<file path="src/rtl/irq_nest_pkg.sv">
// Shared types for the nested interrupt controller.
package irq_nest_pkg;
    typedef enum logic {
        CTL_RUN   = 1'b0,
        CTL_ENTRY = 1'b1
    } ctl_state_e;
endpackage

</file>
<file path="src/rtl/irq_pend_bank.sv">
// Pending-bit bank: one bit per line, set by hardware pulses or software,
// cleared by software or when the line is taken.
// Assumes take_clr is one-hot or zero. A clear wins over a set in the same cycle.
module irq_pend_bank #(
    parameter int NUM_IRQ = 60
) (
    input  logic               clk,
    input  logic               rst_n,
    input  logic [NUM_IRQ-1:0] hw_set,
    input  logic [NUM_IRQ-1:0] sw_set,
    input  logic [NUM_IRQ-1:0] sw_clr,
    input  logic [NUM_IRQ-1:0] take_clr,
    output logic [NUM_IRQ-1:0] pend_q
);
    // Update pending bits; clears dominate sets.
    always_ff @(posedge clk) begin
        if (!rst_n) pend_q <= '0;
        else        pend_q <= (pend_q | hw_set | sw_set) & ~(sw_clr | take_clr);
    end

    AST_TAKE_CLEARS: assert property (@(posedge clk) disable iff (!rst_n)
        (|take_clr) |=> ((pend_q & $past(take_clr)) == '0));
    AST_SWCLR_WINS: assert property (@(posedge clk) disable iff (!rst_n)
        (|sw_clr) |=> ((pend_q & $past(sw_clr)) == '0));
endmodule

</file>
<file path="src/rtl/irq_prio_arb.sv">
// Priority arbiter: picks the pending, enabled line with the smallest
// priority value; ties go to the lower line number. Purely combinational.
module irq_prio_arb #(
    parameter int NUM_IRQ = 60,
    parameter int PRIO_W  = 4,
    localparam int VEC_W  = $clog2(NUM_IRQ)
) (
    input  logic [NUM_IRQ-1:0]        pend,
    input  logic [NUM_IRQ-1:0]        en,
    input  logic [NUM_IRQ*PRIO_W-1:0] prio_flat,
    output logic                      hit,
    output logic [VEC_W-1:0]          win_id,
    output logic [PRIO_W-1:0]         win_prio
);
    // Linear scan from line 0 upward; strict compare keeps the lower index on ties.
    always_comb begin
        hit      = 1'b0;
        win_id   = '0;
        win_prio = '1;
        for (int i = 0; i < NUM_IRQ; i++) begin
            if (pend[i] && en[i] &&
                (!hit || prio_flat[i*PRIO_W +: PRIO_W] < win_prio)) begin
                hit      = 1'b1;
                win_id   = VEC_W'(i);
                win_prio = prio_flat[i*PRIO_W +: PRIO_W];
            end
        end
    end
endmodule

</file>
<file path="src/rtl/irq_act_stack.sv">
// Stack of active handlers (vector and priority), one slot per priority level.
// Provides the top priority and the priority just below it, both widened by one
// bit so that the value 2**PRIO_W stands for thread level (empty).
// Assumes push and pop never coincide and push only with a strictly higher priority.
module irq_act_stack #(
    parameter int VEC_W  = 6,
    parameter int PRIO_W = 4,
    localparam int DEPTH = 1 << PRIO_W,
    localparam int IDX_W = PRIO_W,
    localparam int DW    = PRIO_W + 1
) (
    input  logic              clk,
    input  logic              rst_n,
    input  logic              push,
    input  logic              pop,
    input  logic [VEC_W-1:0]  push_vec,
    input  logic [PRIO_W-1:0] push_prio,
    output logic [DW-1:0]     depth,
    output logic [VEC_W-1:0]  top_vec,
    output logic [DW-1:0]     top_prio,
    output logic [DW-1:0]     under_prio
);
    localparam logic [DW-1:0] THREAD = DW'(DEPTH);

    logic [VEC_W-1:0]  vec_mem  [DEPTH];
    logic [PRIO_W-1:0] prio_mem [DEPTH];
    logic [DW-1:0]     depth_q;
    logic [DW-1:0]     top_idx;
    logic [DW-1:0]     und_idx;

    assign top_idx = depth_q - DW'(1);
    assign und_idx = depth_q - DW'(2);

    // Depth counter.
    always_ff @(posedge clk) begin
        if (!rst_n)    depth_q <= '0;
        else if (push) depth_q <= depth_q + DW'(1);
        else if (pop)  depth_q <= depth_q - DW'(1);
    end

    // Slot storage; written only on push, needs no reset.
    always_ff @(posedge clk) begin
        if (push) begin
            vec_mem[depth_q[IDX_W-1:0]]  <= push_vec;
            prio_mem[depth_q[IDX_W-1:0]] <= push_prio;
        end
    end

    // Read the top and the entry beneath it.
    always_comb begin
        top_vec    = (depth_q == '0) ? '0 : vec_mem[top_idx[IDX_W-1:0]];
        top_prio   = (depth_q == '0) ? THREAD : {1'b0, prio_mem[top_idx[IDX_W-1:0]]};
        under_prio = (depth_q < DW'(2)) ? THREAD : {1'b0, prio_mem[und_idx[IDX_W-1:0]]};
    end

    assign depth = depth_q;

    AST_NO_OVERFLOW: assert property (@(posedge clk) disable iff (!rst_n)
        push |-> depth_q < THREAD);
    AST_NO_UNDERFLOW: assert property (@(posedge clk) disable iff (!rst_n)
        pop |-> depth_q != '0);
    AST_PUSH_STRICT: assert property (@(posedge clk) disable iff (!rst_n)
        push |-> {1'b0, push_prio} < top_prio);
    AST_POP_RESTORES: assert property (@(posedge clk) disable iff (!rst_n)
        pop |=> top_prio == $past(under_prio));
endmodule

</file>
<file path="src/rtl/irq_nest_ctrl.sv">
// Nested interrupt controller top. It arbitrates pending lines, runs a fixed-length
// entry phase with late-arrival vector replacement, pushes the taken handler onto
// the active stack, and on exit either resumes or tail-chains into a pending line.
// Assumes hdl_exit is a single-cycle pulse from the processor stub.
module irq_nest_ctrl #(
    parameter int NUM_IRQ   = 60,
    parameter int PRIO_W    = 4,
    parameter int ENTRY_CYC = 12,
    parameter int TAIL_CYC  = 6,
    localparam int VEC_W    = $clog2(NUM_IRQ),
    localparam int EP_W     = PRIO_W + 1,
    localparam int CNT_W    = $clog2(ENTRY_CYC)
) (
    input  logic                      clk,
    input  logic                      rst_n,
    input  logic [NUM_IRQ-1:0]        irq_req,
    input  logic [NUM_IRQ-1:0]        irq_en,
    input  logic [NUM_IRQ*PRIO_W-1:0] irq_prio,
    input  logic [NUM_IRQ-1:0]        pend_set,
    input  logic [NUM_IRQ-1:0]        pend_clr,
    input  logic                      hdl_exit,
    output logic                      in_entry,
    output logic                      entry_tail,
    output logic [VEC_W-1:0]          entry_vec,
    output logic                      hdl_start,
    output logic [VEC_W-1:0]          cur_vec,
    output logic [EP_W-1:0]           exec_prio,
    output logic [EP_W-1:0]           nest_depth,
    output logic [NUM_IRQ-1:0]        pend_o,
    output logic [NUM_IRQ-1:0]        active_o
);
    import irq_nest_pkg::*;

    localparam logic [NUM_IRQ-1:0] ONE = NUM_IRQ'(1);

    ctl_state_e         state_q;
    logic [CNT_W-1:0]   cnt_q;
    logic [VEC_W-1:0]   ent_vec_q;
    logic [PRIO_W-1:0]  ent_prio_q;
    logic               ent_tail_q;
    logic               start_q;
    logic [NUM_IRQ-1:0] active_q;

    logic               hit;
    logic [VEC_W-1:0]   win_id;
    logic [PRIO_W-1:0]  win_prio;
    logic [EP_W-1:0]    depth;
    logic [VEC_W-1:0]   top_vec;
    logic [EP_W-1:0]    top_prio;
    logic [EP_W-1:0]    under_prio;
    logic [NUM_IRQ-1:0] pend_q;
    logic [NUM_IRQ-1:0] take_clr;

    logic preempt, late, exit_ok, chain, commit;

    irq_pend_bank #(.NUM_IRQ(NUM_IRQ)) u_pend (
        .clk(clk), .rst_n(rst_n), .hw_set(irq_req), .sw_set(pend_set),
        .sw_clr(pend_clr), .take_clr(take_clr), .pend_q(pend_q)
    );

    irq_prio_arb #(.NUM_IRQ(NUM_IRQ), .PRIO_W(PRIO_W)) u_arb (
        .pend(pend_q), .en(irq_en), .prio_flat(irq_prio),
        .hit(hit), .win_id(win_id), .win_prio(win_prio)
    );

    irq_act_stack #(.VEC_W(VEC_W), .PRIO_W(PRIO_W)) u_stack (
        .clk(clk), .rst_n(rst_n), .push(commit), .pop(exit_ok),
        .push_vec(ent_vec_q), .push_prio(ent_prio_q), .depth(depth),
        .top_vec(top_vec), .top_prio(top_prio), .under_prio(under_prio)
    );

    // Decision terms for the control FSM.
    always_comb begin
        commit   = (state_q == CTL_ENTRY) && (cnt_q == '0);
        late     = (state_q == CTL_ENTRY) && (cnt_q != '0) && hit && (win_prio < ent_prio_q);
        exit_ok  = (state_q == CTL_RUN) && hdl_exit && (depth != '0);
        chain    = hit && ({1'b0, win_prio} < under_prio);
        preempt  = hit && ({1'b0, win_prio} < top_prio);
        take_clr = commit ? (ONE << ent_vec_q) : '0;
    end

    // Control FSM: run/exit/preempt decisions and the entry-phase countdown.
    always_ff @(posedge clk) begin
        if (!rst_n) begin
            state_q    <= CTL_RUN;
            cnt_q      <= '0;
            ent_vec_q  <= '0;
            ent_prio_q <= '0;
            ent_tail_q <= 1'b0;
        end else if (state_q == CTL_RUN) begin
            if (exit_ok ? chain : preempt) begin
                state_q    <= CTL_ENTRY;
                cnt_q      <= exit_ok ? CNT_W'(TAIL_CYC - 1) : CNT_W'(ENTRY_CYC - 1);
                ent_tail_q <= exit_ok;
                ent_vec_q  <= win_id;
                ent_prio_q <= win_prio;
            end
        end else if (commit) begin
            state_q    <= CTL_RUN;
            ent_tail_q <= 1'b0;
        end else begin
            cnt_q <= cnt_q - CNT_W'(1);
            if (late) begin
                ent_vec_q  <= win_id;
                ent_prio_q <= win_prio;
            end
        end
    end

    // Active bits and the handler-start pulse.
    always_ff @(posedge clk) begin
        if (!rst_n) begin
            active_q <= '0;
            start_q  <= 1'b0;
        end else begin
            start_q <= commit;
            if (commit)       active_q <= active_q | (ONE << ent_vec_q);
            else if (exit_ok) active_q <= active_q & ~(ONE << top_vec);
        end
    end

    assign in_entry   = (state_q == CTL_ENTRY);
    assign entry_tail = in_entry && ent_tail_q;
    assign entry_vec  = ent_vec_q;
    assign hdl_start  = start_q;
    assign cur_vec    = top_vec;
    assign exec_prio  = top_prio;
    assign nest_depth = depth;
    assign pend_o     = pend_q;
    assign active_o   = active_q;

    AST_ENTRY_OUTRANKS: assert property (@(posedge clk) disable iff (!rst_n)
        in_entry |-> {1'b0, ent_prio_q} < exec_prio);
    AST_LATE_HIGHER: assert property (@(posedge clk) disable iff (!rst_n)
        (in_entry && $past(in_entry) && entry_vec != $past(entry_vec))
        |-> ent_prio_q < $past(ent_prio_q));
    AST_START_PUSHES: assert property (@(posedge clk) disable iff (!rst_n)
        hdl_start |-> (nest_depth == $past(nest_depth) + EP_W'(1)) && active_o[cur_vec]);
    AST_TAKEN_NOT_PENDING: assert property (@(posedge clk) disable iff (!rst_n)
        hdl_start |-> !pend_o[cur_vec]);
    AST_IDLE_EXIT_IGNORED: assert property (@(posedge clk) disable iff (!rst_n)
        (hdl_exit && !in_entry && nest_depth == '0) |=> nest_depth == '0);
    AST_TAIL_ONLY_AFTER_EXIT: assert property (@(posedge clk) disable iff (!rst_n)
        $rose(entry_tail) |-> $past(hdl_exit));
endmodule

</file>
<file path="config.mk">
export PLATFORM = sky130hd
export DESIGN_NAME = irq_nest_ctrl
export DESIGN_NICKNAME = d
export VERILOG_FILES = /design/src/rtl/irq_nest_pkg.sv /design/src/rtl/irq_pend_bank.sv /design/src/rtl/irq_prio_arb.sv /design/src/rtl/irq_act_stack.sv /design/src/rtl/irq_nest_ctrl.sv
export SDC_FILE = /design/constraint.sdc
export NUM_CORES = 1
export LEC_CHECK = 0
export CORE_UTILIZATION = 37
export DETAILED_ROUTE_END_ITERATION = 8
export DONT_BUFFER_PORTS = 1
export GPL_TIMING_DRIVEN = 0
export PLACE_DENSITY_LB_ADDON = 0.12
export SYNTH_ARGS = -nofsm -noshare
export SYNTH_HDL_FRONTEND = slang
export SYNTH_SLANG_ARGS = --single-unit
</file>
<file path="constraint.sdc">
create_clock -name clk -period 209.2 [get_ports clk]
set_clock_uncertainty 0.1 [all_clocks]
set_input_delay 10.46 -clock clk [delete_from_list [all_inputs] [get_ports clk]]
set_output_delay 10.46 -clock clk [all_outputs]
set_load 0.03 [all_outputs]
</file>
==> After elaboration in Yosys (flattened, before gate mapping) <==
Memory sizes are Yosys's and may differ from the RTL's.
Index checks and enable logic that the tools add are counted.
{ "classes": {"n_bitwise": 9, "muxes": 208, "n_reduce_logical": 255, "shifts": 2, "order_cmp": 63, "n_eq_ne": 3, "add_sub_neg": 4} }
{ "op_table": {"columns": ["operator", "count"], "rows": [
  ["$mux 4", 76],
  ["$lt 4x4->1", 60],
  ["$or 60x60->60", 4],
  ["$mux 6", 33],
  ["$mux 60", 3],
  ["$logic_and 1x1->1", 128],
  ["$and 60x60->60", 2],
  ["$not 60->60", 2],
  ["$shl 1x6->60 const A", 2],
  ["$mux 5", 20],
  ["$mux 1", 70],
  ["$logic_not 1->1", 59],
  ["$logic_or 1x1->1", 59],
  ["$mux 3", 4],
  ["$lt 4x5->1", 2],
  ["$add 5x1->5 const B", 1],
  ["$logic_not 5->1", 1],
  ["$lt 5x2->1 const B", 1],
  ["$reduce_bool 5->1", 1],
  ["$sub 5x1->5 const B", 1],
  ["$logic_not 4->1", 1],
  ["$mux 2", 2],
  ["$ne 2x1->1 const B", 2],
  ["$reduce_and 2->1", 2],
  ["7 further kinds", 8]
]} }
{ "word_totals": {"n_memories": 2, "word_cells": 555, "ramBits": 160, "register_bits": 142, "inputBits": 483, "out_inout_bits": 145} }
{ "mem_list": {"columns": ["memory", "words", "word_bits", "rd", "rd_ports_with_merged_regs", "wr", "line", "text"], "rows": [
  ["u_stack.vec_mem", 16, 6, 1, 0, 1, "irq_act_stack.sv:25", "logic [VEC_W-1:0] vec_mem [DEPTH];"],
  ["u_stack.prio_mem", 16, 4, 2, 0, 1, "irq_act_stack.sv:26", "logic [PRIO_W-1:0] prio_mem [DEPTH];"]
]} }

==> Logic depth before layout (Yosys ltp) <==
Gate-level depths: netlist (run 1).
{ "logic_depth": {"word_depth": 243, "ltp_mapped": 506, "mapped_depth_nobuf": 488} }

==> Hierarchy <==
Synthesis (run 1) repeated with hierarchy kept, for this count alone.
{ "hier_totals": {"hier_cells": 3230, "hier_area_um2": 28857.7} }
{ "by_module_without_submodules": {"columns": ["mod", "n_inst", "cells_per_inst", "area_each_um2"], "rows": [
  ["irq_prio_arb", 1, 2270, 15796.4],
  ["irq_act_stack", 1, 347, 7186.9],
  ["irq_nest_ctrl", 1, 427, 3817.4],
  ["irq_pend_bank", 1, 186, 2057.0]
]} }

==> Worst setup path after synthesis (run 1) <==
No wires, ideal clock.
{ "synth_path": {"path_kind": "input -> register", "from": "input port irq_en[0]", "to": "register cnt_q[3]", "n_path_buf": 17, "t_arrival_ns": 92.492, "stages": 467, "path_slack_ns": 116.490, "cell_sequence": "nand2_2 > nor2_1 > ha_1 > nand2_1 > o31a_1 > o21ai_2 > nand2_1 > o21ai_0 > inv_1 > ha_1 > nand3_1 > o31ai_4 > mux2_2 > inv_1 > ha_1 > and3_1 > a311oi_1 > inv_1 > [... 431 more ...] > ha_1 > and3_1 > nand2_1 > a21oi_1 > mux2_2 > or3_1 > clkbuf_1 > mux2_1 > ha_1 > o21a_1 > o21ai_0 > nor3_1 > a221oi_1 > nand2b_1 > a31oi_1 > o221ai_2 > and2_1 > o221a_1"} }
{ "synth_via": {"elab_chain_len": 243, "word_cells_on_any_way": 364} }
{ "synth_rtl": {"columns": ["element", "line", "text"], "rows": [
  ["start, declared", "irq_nest_ctrl.sv:17", "input logic [NUM_IRQ-1:0] irq_en,"],
  ["$logic_and 1x1->1 *", "irq_prio_arb.sv:21", "if (pend[i] && en[i] &&"],
  ["$mux 4 / $mux 1 (equally long branches)", "irq_prio_arb.sv:21", null],
  ["$lt 4x4->1 / $logic_not 1->1 (equally long branches)", "irq_prio_arb.sv:22", "(!hit || prio_flat[i*PRIO_W +: PRIO_W] < win_prio)) begin"],
  ["$logic_or 1x1->1", "irq_prio_arb.sv:22", null],
  ["$logic_and 1x1->1", "irq_prio_arb.sv:21", null],
  ["$mux 4 / $mux 1 (equally long branches)", "irq_prio_arb.sv:21", null],
  ["$lt 4x4->1 / $logic_not 1->1 (equally long branches)", "irq_prio_arb.sv:22", null],
  ["$logic_or 1x1->1", "irq_prio_arb.sv:22", null],
  ["[... 227 more ...]", null, null],
  ["$logic_or 1x1->1", "irq_prio_arb.sv:22", null],
  ["$logic_and 1x1->1", "irq_prio_arb.sv:21", null],
  ["$mux 4", "irq_prio_arb.sv:21", null],
  ["$lt 4x5->1 (on tied branches)", "irq_nest_ctrl.sv:78, irq_nest_ctrl.sv:77", null],
  ["$logic_and 1x1->1 (on tied branches)", "irq_nest_ctrl.sv:78, irq_nest_ctrl.sv:77", null],
  ["$mux 1 *", "irq_nest_ctrl.sv:91", "if (exit_ok ? chain : preempt) begin"],
  ["$reduce_bool 2->1 (no source line) *", null, null],
  ["$reduce_and 2->1 (no source line) *", null, null],
  ["end signal, assigned", "irq_nest_ctrl.sv:93", "cnt_q <= exit_ok ? CNT_W'(TAIL_CYC - 1) : CNT_W'(ENTRY_CYC - 1);"],
  ["end signal, assigned", "irq_nest_ctrl.sv:102", "cnt_q <= cnt_q - CNT_W'(1);"],
  ["end, declared", "irq_nest_ctrl.sv:37", "logic [CNT_W-1:0] cnt_q;"]
]} }
Mark *: on every way between the ends. The rest lies on a longest branch, timed or not.
A chain may end at the register's enable or synchronous reset.

==> Worst setup path in the final report (run 1) <==
{ "layout_path": {"from": "input port irq_en[0]", "to": "register cnt_q[3]"} }
{ "layout_via": {"elab_chain_len": 243, "word_cells_on_any_way": 364} }
{ "layout_rtl": {"columns": ["element", "line", "text"], "rows": [
  ["$logic_and 1x1->1 *", "irq_prio_arb.sv:21", null],
  ["$mux 4 / $mux 1 (equally long branches)", "irq_prio_arb.sv:21", null],
  ["$lt 4x4->1 / $logic_not 1->1 (equally long branches)", "irq_prio_arb.sv:22", null],
  ["$logic_or 1x1->1", "irq_prio_arb.sv:22", null],
  ["$logic_and 1x1->1", "irq_prio_arb.sv:21", null],
  ["$mux 4 / $mux 1 (equally long branches)", "irq_prio_arb.sv:21", null],
  ["$lt 4x4->1 / $logic_not 1->1 (equally long branches)", "irq_prio_arb.sv:22", null],
  ["$logic_or 1x1->1", "irq_prio_arb.sv:22", null],
  ["[... 228 more ...]", null, null],
  ["$logic_and 1x1->1", "irq_prio_arb.sv:21", null],
  ["$mux 4 *", "irq_prio_arb.sv:21", null],
  ["named net u_arb.win_prio[2]", "irq_prio_arb.sv:13", "output logic [PRIO_W-1:0] win_prio"],
  ["$lt 4x5->1 (on tied branches)", "irq_nest_ctrl.sv:78, irq_nest_ctrl.sv:77", null],
  ["$logic_and 1x1->1 (on tied branches)", "irq_nest_ctrl.sv:78, irq_nest_ctrl.sv:77", null],
  ["$mux 1 *", "irq_nest_ctrl.sv:91", null],
  ["$reduce_bool 2->1 (no source line) *", null, null],
  ["$reduce_and 2->1 (no source line) *", null, null]
]} }
The timed path passes the listed nets; every way through them passes the cells marked *.

==> results of run 1 <==
[per-stage QoR]
step / cell area, sq um / hold WS, ps / total power, mW / cells
after floorplan: 27000 / 343 / 0.309 / 3193
after global placement: 28200 / 369 / 0.382 / 4143
after detailed placement: 28300 / 373 / 0.392 / 4152
after CTS: 29700 / 384 / 0.464 / 4224
after global routing: 29700 / 400 / 0.500 / 4229
final: 29700 / 377 / 0.466 / 4231
[layer usage]
metal  vias to the layer above  part of all wire, %
met1                     13420                   40
li1                      12505                    -
met5                         -                0.030
met2                      1157                   47
met3                       204                  8.9
met4                         4                  4.1
[registers in the layout (all words and copies together), names as in the netlist]
signal            cells
ent_tail_q            1
entry_vec             6
active_o             60
ent_prio_q            4
cnt_q                 4
u_stack.prio_mem     64
u_pend.pend_q        60
in_entry              1
u_stack.depth         5
u_stack.vec_mem      96
hdl_start             1
[cell usage after synthesis (27+ instances only)]
| cell type | number |
|---|---|
| a211oi_1 | 33 |
| a21o_1 | 46 |
| a21oi_1 | 176 |
| a31oi_1 | 46 |
| and2_1 | 48 |
| and3_1 | 46 |
| clkbuf_1 | 58 |
| dfxtp_1 | 142 |
| edfxtp_1 | 160 |
| ha_1 | 76 |
| inv_1 | 150 |
| maj3_1 | 28 |
| mux2_2 | 38 |
| mux2i_1 | 81 |
| mux4_2 | 60 |
| nand2_1 | 376 |
| nand2b_1 | 50 |
| nand3_1 | 125 |
| nand4_1 | 30 |
| nor2_1 | 301 |
| nor2b_1 | 28 |
| nor3_1 | 125 |
| nor4_1 | 68 |
| o211ai_1 | 33 |
| o21a_1 | 39 |
| o21ai_0 | 142 |
| o21ai_1 | 30 |
| o221a_2 | 52 |
| or2_2 | 27 |
| or3_1 | 35 |
[cells in the final DEF, fill, tap and decap left out, types with 14 or more instances in the layout]
master and count:
mux2_2 38, dfxtp_1 142, o21a_1 39, o21ai_0 142, o21bai_1 17, ha_1 76
nor3_1 116, nand4_1 30, nor4_1 68, nand3_1 125, xnor2_1 21, o221ai_1 20
mux2_1 20, edfxtp_1 160, or3_1 35, and2_1 48, mux2i_1 81, a21o_1 46
a311oi_1 14, a31oi_1 46, o211ai_1 33, a21oi_1 176, nor2b_1 28, inv_1 150
o21ai_1 30, nand2b_1 50, o31ai_1 19, and3_1 46, or2_2 27, mux4_2 60
o22ai_1 17, o221a_2 52, a211oi_1 33, nand2_1 376, a221oi_1 14, maj3_1 28
clkbuf_16 39, nor2_1 295, clkbuf_1 63
[layout make-up]
class	instances	share of cell area, %
Inverter	152	1.92
Sequential cell	302	25.7
Buffer	84	1.20
Antenna cell	4	0.0337
Timing Repair Buffer	12	0.417
Clock inverter	26	1.08
Tap cell	950	4.00
Multi-Input combinational cell	2655	62.1
Clock buffer	46	3.48
[worst reg2reg max path: cells and delay by family (launching register included)]
kind | cells | cell delay, ps
adders and majority gates | 59 | 16880
buffers and inverters | 45 | 5840
DFF | 1 | 660
muxes | 29 | 8410
AOI/OAI and AO/OA | 174 | 41760
and+or+nand+nor | 160 | 26340
[where the power goes]
group	internal [mW]	switching [mW]	total [mW]
clock network	0.0422	0.0292	0.0714
logic	0.120	0.196	0.315
registers	0.0690	0.0109	0.0798
total	0.231	0.236	0.466
[cell families after synthesis]
group | count (synthesis) | share of synthesized area, %
multiplexers | 207 | 10.9
XOR/XNOR | 34 | 1.10
adder cells (fa/ha/maj) | 105 | 4.61
AND/OR/NAND/NOR | 1350 | 24.6
flip-flops | 302 | 28.4
buffers and inverters | 236 | 3.44
AO/OA/AOI/OAI | 959 | 27.0
[final timing paths]
check	start	endpoint	slack, ps	depth (start not counted)
min	ent_tail_q	ent_tail_q	380	2
max reg2reg	u_pend.pend_q[0]	cnt_q[3]	109060	467
max	irq_en[0]	cnt_q[3]	99950	467
min reg2reg	ent_tail_q	ent_tail_q	380	2
==> results.toml, run 1 <==
[floorplanning]
core_sq_um = 71900
initial_core_util_pct = 37.5
die_w_um = 272
fp.dieH_um = 272
dieArea_sq_um = 74000
row_count = 98
io_pins = 628

[grt]
grt_use_met2_pct = 50.9
grt_pass1_vias = 25783
met1_usage_pct = 36.8
grt_usage_pct = 30.4
grt_pass1_wl_mm = 170
grt_overflow = 0
met3_usage_pct = 8.38
grt_start_max_net_pins = 25
antenna_found_initial = 4
top_usage_layer = "met2"

[setup_path]
arrival_ps = 109620
critPathLaunchType = "primary input"
crit_type = "in -> reg"
max_stage_delay_ps = 600
crit_fanout = 10
path_delay_family = "compound AO/OA/AOI/OAI gates"
slowest_stage = "o41ai_4"
cp-end-kind = "flip-flop"
cpMostUsedCell = "ha_1"
critPathRequiredTime_ps = 209570
cp_num_buf_inv = 45

[hold_path]
hold_class = "reg -> reg"

[sta]
final_max_slew_viol_count = 0
fmax_ghz = 0.00915
timing.final.crit_share_pct = 52.2
worstMarginPinSlew_ps = 1380
setup_viol = 0
fin_crit_ps = 109250
totalNegativeSetupSlack_ps = 0
rsz0062_at_grt = "false"
hold_viol_final = 0
setup_slack_ps = 99950
slew_headroom_pct = 7.57

[yosys]
synth_area_leaders = "edfxtp_1 (18%), dfxtp_1 (11%), nand2_1 (5.2%)"
synthCells = 3193
synth-seq-area-share_pct = 28.4
synth-main-ff-cell = "edfxtp_1"
synth_cell_types = 134
synth_edf_count = 160
yosys_register_bits = 302
avgSynthCellArea_sq_um = 8.44
synthArstFlopShare_pct = 0
yosysTopAreaCellShare_pct = 17.8
synth_nets = 3752
netlist_area_sq_um = 27000
ys_warn_count = 0
synth_top_cell_by_area = "edfxtp_1"

[drt]
vias = 27290
viasPerCell = 6.45
drt_pre_antenna_iters = 7
drc = 0
routedWlPerCell_um = 27.9
drt-total-wl_mm = 118
ant_nets = 0
drtIter0Drc = 2524

[job]
maxCapViolations = 0

[clocking]
postCtsSetupBuffers = 0
cts.path.max_buffers = 3
cts_tree = "done"
clock_latency_ps = 580
cts_num_sinks = 302
postCtsHoldBufs = 0
htreeDepth = 2
post_cts_resized = 0
cts_buffers = 39
path_clk_slew_ps = 60
clock-root-buffer = "clkbuf_16"

[cells_and_area]
final_util_pct = 41.3
multi_input_area_sq_um = 18400
syn2layout_area_growth_pct = 10.1
seqCellArea_sq_um = 7650
drive_gt1_share_pct = 12.0
nFillCells = 7272
nNetsFinal = 3805

[placed_design]
io_buffers = 0
hpwl_mm = 98.0
dp_slack_ps = 101020
place_congestion = 0.978

[power_and_ir_drop]
powerDensity_nw_per_um2 = 15.7
leakage_nw = 10.9
ir_drop_mv = 0.0108

[outcome]
status = "completed"
No activity file was read; power rests on OpenSTA's default activity.
==> run 2: changes to the inputs <==
Clock period 209.2 ns to 100 ns, I/O delays scaled along.
==> results.toml, run 2 (synthesis gave the netlist of run 1 again) <==
[outcome]
status = "completed"

[clocking]
cts_buffers = 39
cts_num_sinks = 302
cts.path.max_buffers = 3
path_clk_slew_ps = 60
postCtsHoldBufs = 0
htreeDepth = 2
clock_latency_ps = 580
cts_tree = "done"
clock-root-buffer = "clkbuf_16"

[cells_and_area]
syn2layout_area_growth_pct = 12.7
nFillCells = 7256
final_cell_mix = "nand2_1 (372), nor2_1 (287), a21oi_1 (165), edfxtp_1 (160), inv_1 (150)"
stdcell_area_sq_um = 30400
largest_register_ffs = 96
layout_commonest_cell = "nand2_1"
drive_gt1_share_pct = 15.1
nNetsFinal = 3837

[drt]
routedWlPerCell_um = 27.9
drt-total-wl_mm = 119
viasPerCell = 6.45
drc = 0
drt_pre_antenna_iters = 8
vias = 27474
drtIter0Drc = 2359
ant_nets = 0

[setup_path]
cp-end-kind = "flip-flop"
startpoint = "irq_en[0]"
slowest_stage = "o41ai_4"
cp_num_buf_inv = 43
rr_endpoint = "cnt_q[3]"
arrival_ps = 94370
crit_type = "in -> reg"
cpMostUsedCell = "ha_1"
r2r_start = "u_pend.pend_q[0]"
critPathLaunchType = "primary input"
reg2reg_depth = 469
path_delay_family = "compound AO/OA/AOI/OAI gates"
max_stage_delay_ps = 590
rrSetupSlack_ps = 9580
endpoint = "cnt_q[3]"
crit_cells = 469
crit_fanout = 10
critPathRequiredTime_ps = 100360

[sta]
setup_viol = 0
setup_slack_ps = 5990
final_max_slew_viol_count = 0
fmax_ghz = 0.0106
timing.final.crit_share_pct = 94.0
worstMarginPinSlew_ps = 1390
fin_crit_ps = 94010
hold_viol_final = 0
slew_headroom_pct = 7.31
totalNegativeSetupSlack_ps = 0

[hold_path]
min_from = "ent_tail_q"
whs_path_depth = 2
hold_class = "reg -> reg"

[placed_design]
hpwl_mm = 98.0
place_congestion = 0.978
io_buffers = 0
dp_slack_ps = -2720
place_area_sq_um = 28300

[floorplanning]
initial_core_util_pct = 37.5
row_count = 98
dieArea_sq_um = 74000
fp.dieH_um = 272
die_w_um = 272
core_sq_um = 71900
io_pins = 628

[grt]
grt_usage_pct = 30.4
grt_pass1_vias = 25798
grt_pass1_wl_mm = 171
grt_start_max_net_pins = 25
grt_overflow = 0
antenna_found_initial = 3

[power_and_ir_drop]
clkPwrFrac_pct = 15.0
p_seq_share_pct = 16.8
combPwrFrac_pct = 68.2
leakage_nw = 11.1
p_sw_uw = 504
internal_power_uw = 492
swShare_pct = 50.6
powerDensity_nw_per_um2 = 32.8
ir_drop_mv = 0.0223

[job]
maxCapViolations = 0
run 2: cell count changes in the layout (fill, tap and decap cells not counted), sizes merged:
cell    before  now
diode        4    2
buf         37   71
clkbuf     105  103
run 2: timing repair:
item	in CTS	in global routing
resized for setup	18	100
buffers inserted	3	32
setup endpoints to repair	16	16
pin swaps	4	17
run 2: layer usage:
metal / up-vias / track usage (%) / part of all wire (%)
met2: 1106 / 51.0 / 47
li1: 12569 / - / -
met5: - / 0 / 0.014
met4: 2 / 11.8 / 4.1
met3: 213 / 8.42 / 8.8
met1: 13584 / 36.9 / 40
run 2: power by group through the flow:
stage | Combinational (mW) | Clock [mW] | Sequential, mW
3_3_place_gp | 0.630 | 0 | 0.169
2_1_floorplan | 0.484 | 0 | 0.161
6_report | 0.680 | 0.149 | 0.167
5_1_grt | 0.744 | 0.156 | 0.169
3_5_place_dp | 0.650 | 0 | 0.169
4_1_cts | 0.655 | 0.151 | 0.167
run 2: worst min-delay path by stage:
| stage | end |
|---|---|
| 3_5_place_dp | ent_tail_q |
| 3_3_place_gp | cnt_q[1] |
| 5_1_grt | ent_tail_q |
| 6_report | ent_tail_q |
| 4_1_cts | ent_tail_q |
| 2_1_floorplan | ent_tail_q |
run 2: through the flow:
stage               hold WS (ps)  std cells  total power [mW]  util, %
global route                 400       4261              1.07     42.3
CTS                          384       4227             0.973     41.4
detailed placement           373       4152             0.819     39.4
global placement             369       4143             0.799     39.2
floorplan                    343       3193             0.645        -
finish                       379       4261             0.996     42.3
run 2: area by class of cell:
class                      instances  area [sq um]  area share (%)
antenna                            2          5.00          0.0165
tap                              950          1190            3.91
buffer                            81           358            1.18
inverter                         152           571            1.88
timing repair buffer              47           387            1.27
sequential                       302          7650            25.2
multi-input combinational       2655         18900            62.1
clock buffer                      46          1030            3.40
clock inverter                    26           322            1.06
run 2: worst reg2reg max path: cells and delay by family (launching register included):
family / cells / cell delay [ps]
buffers and inverters: 43 / 4890
AOI/OAI and AO/OA: 170 / 34070
muxes: 31 / 8560
and+or+nand+nor: 165 / 25200
DFF: 1 / 700
adders and majority gates: 60 / 16820
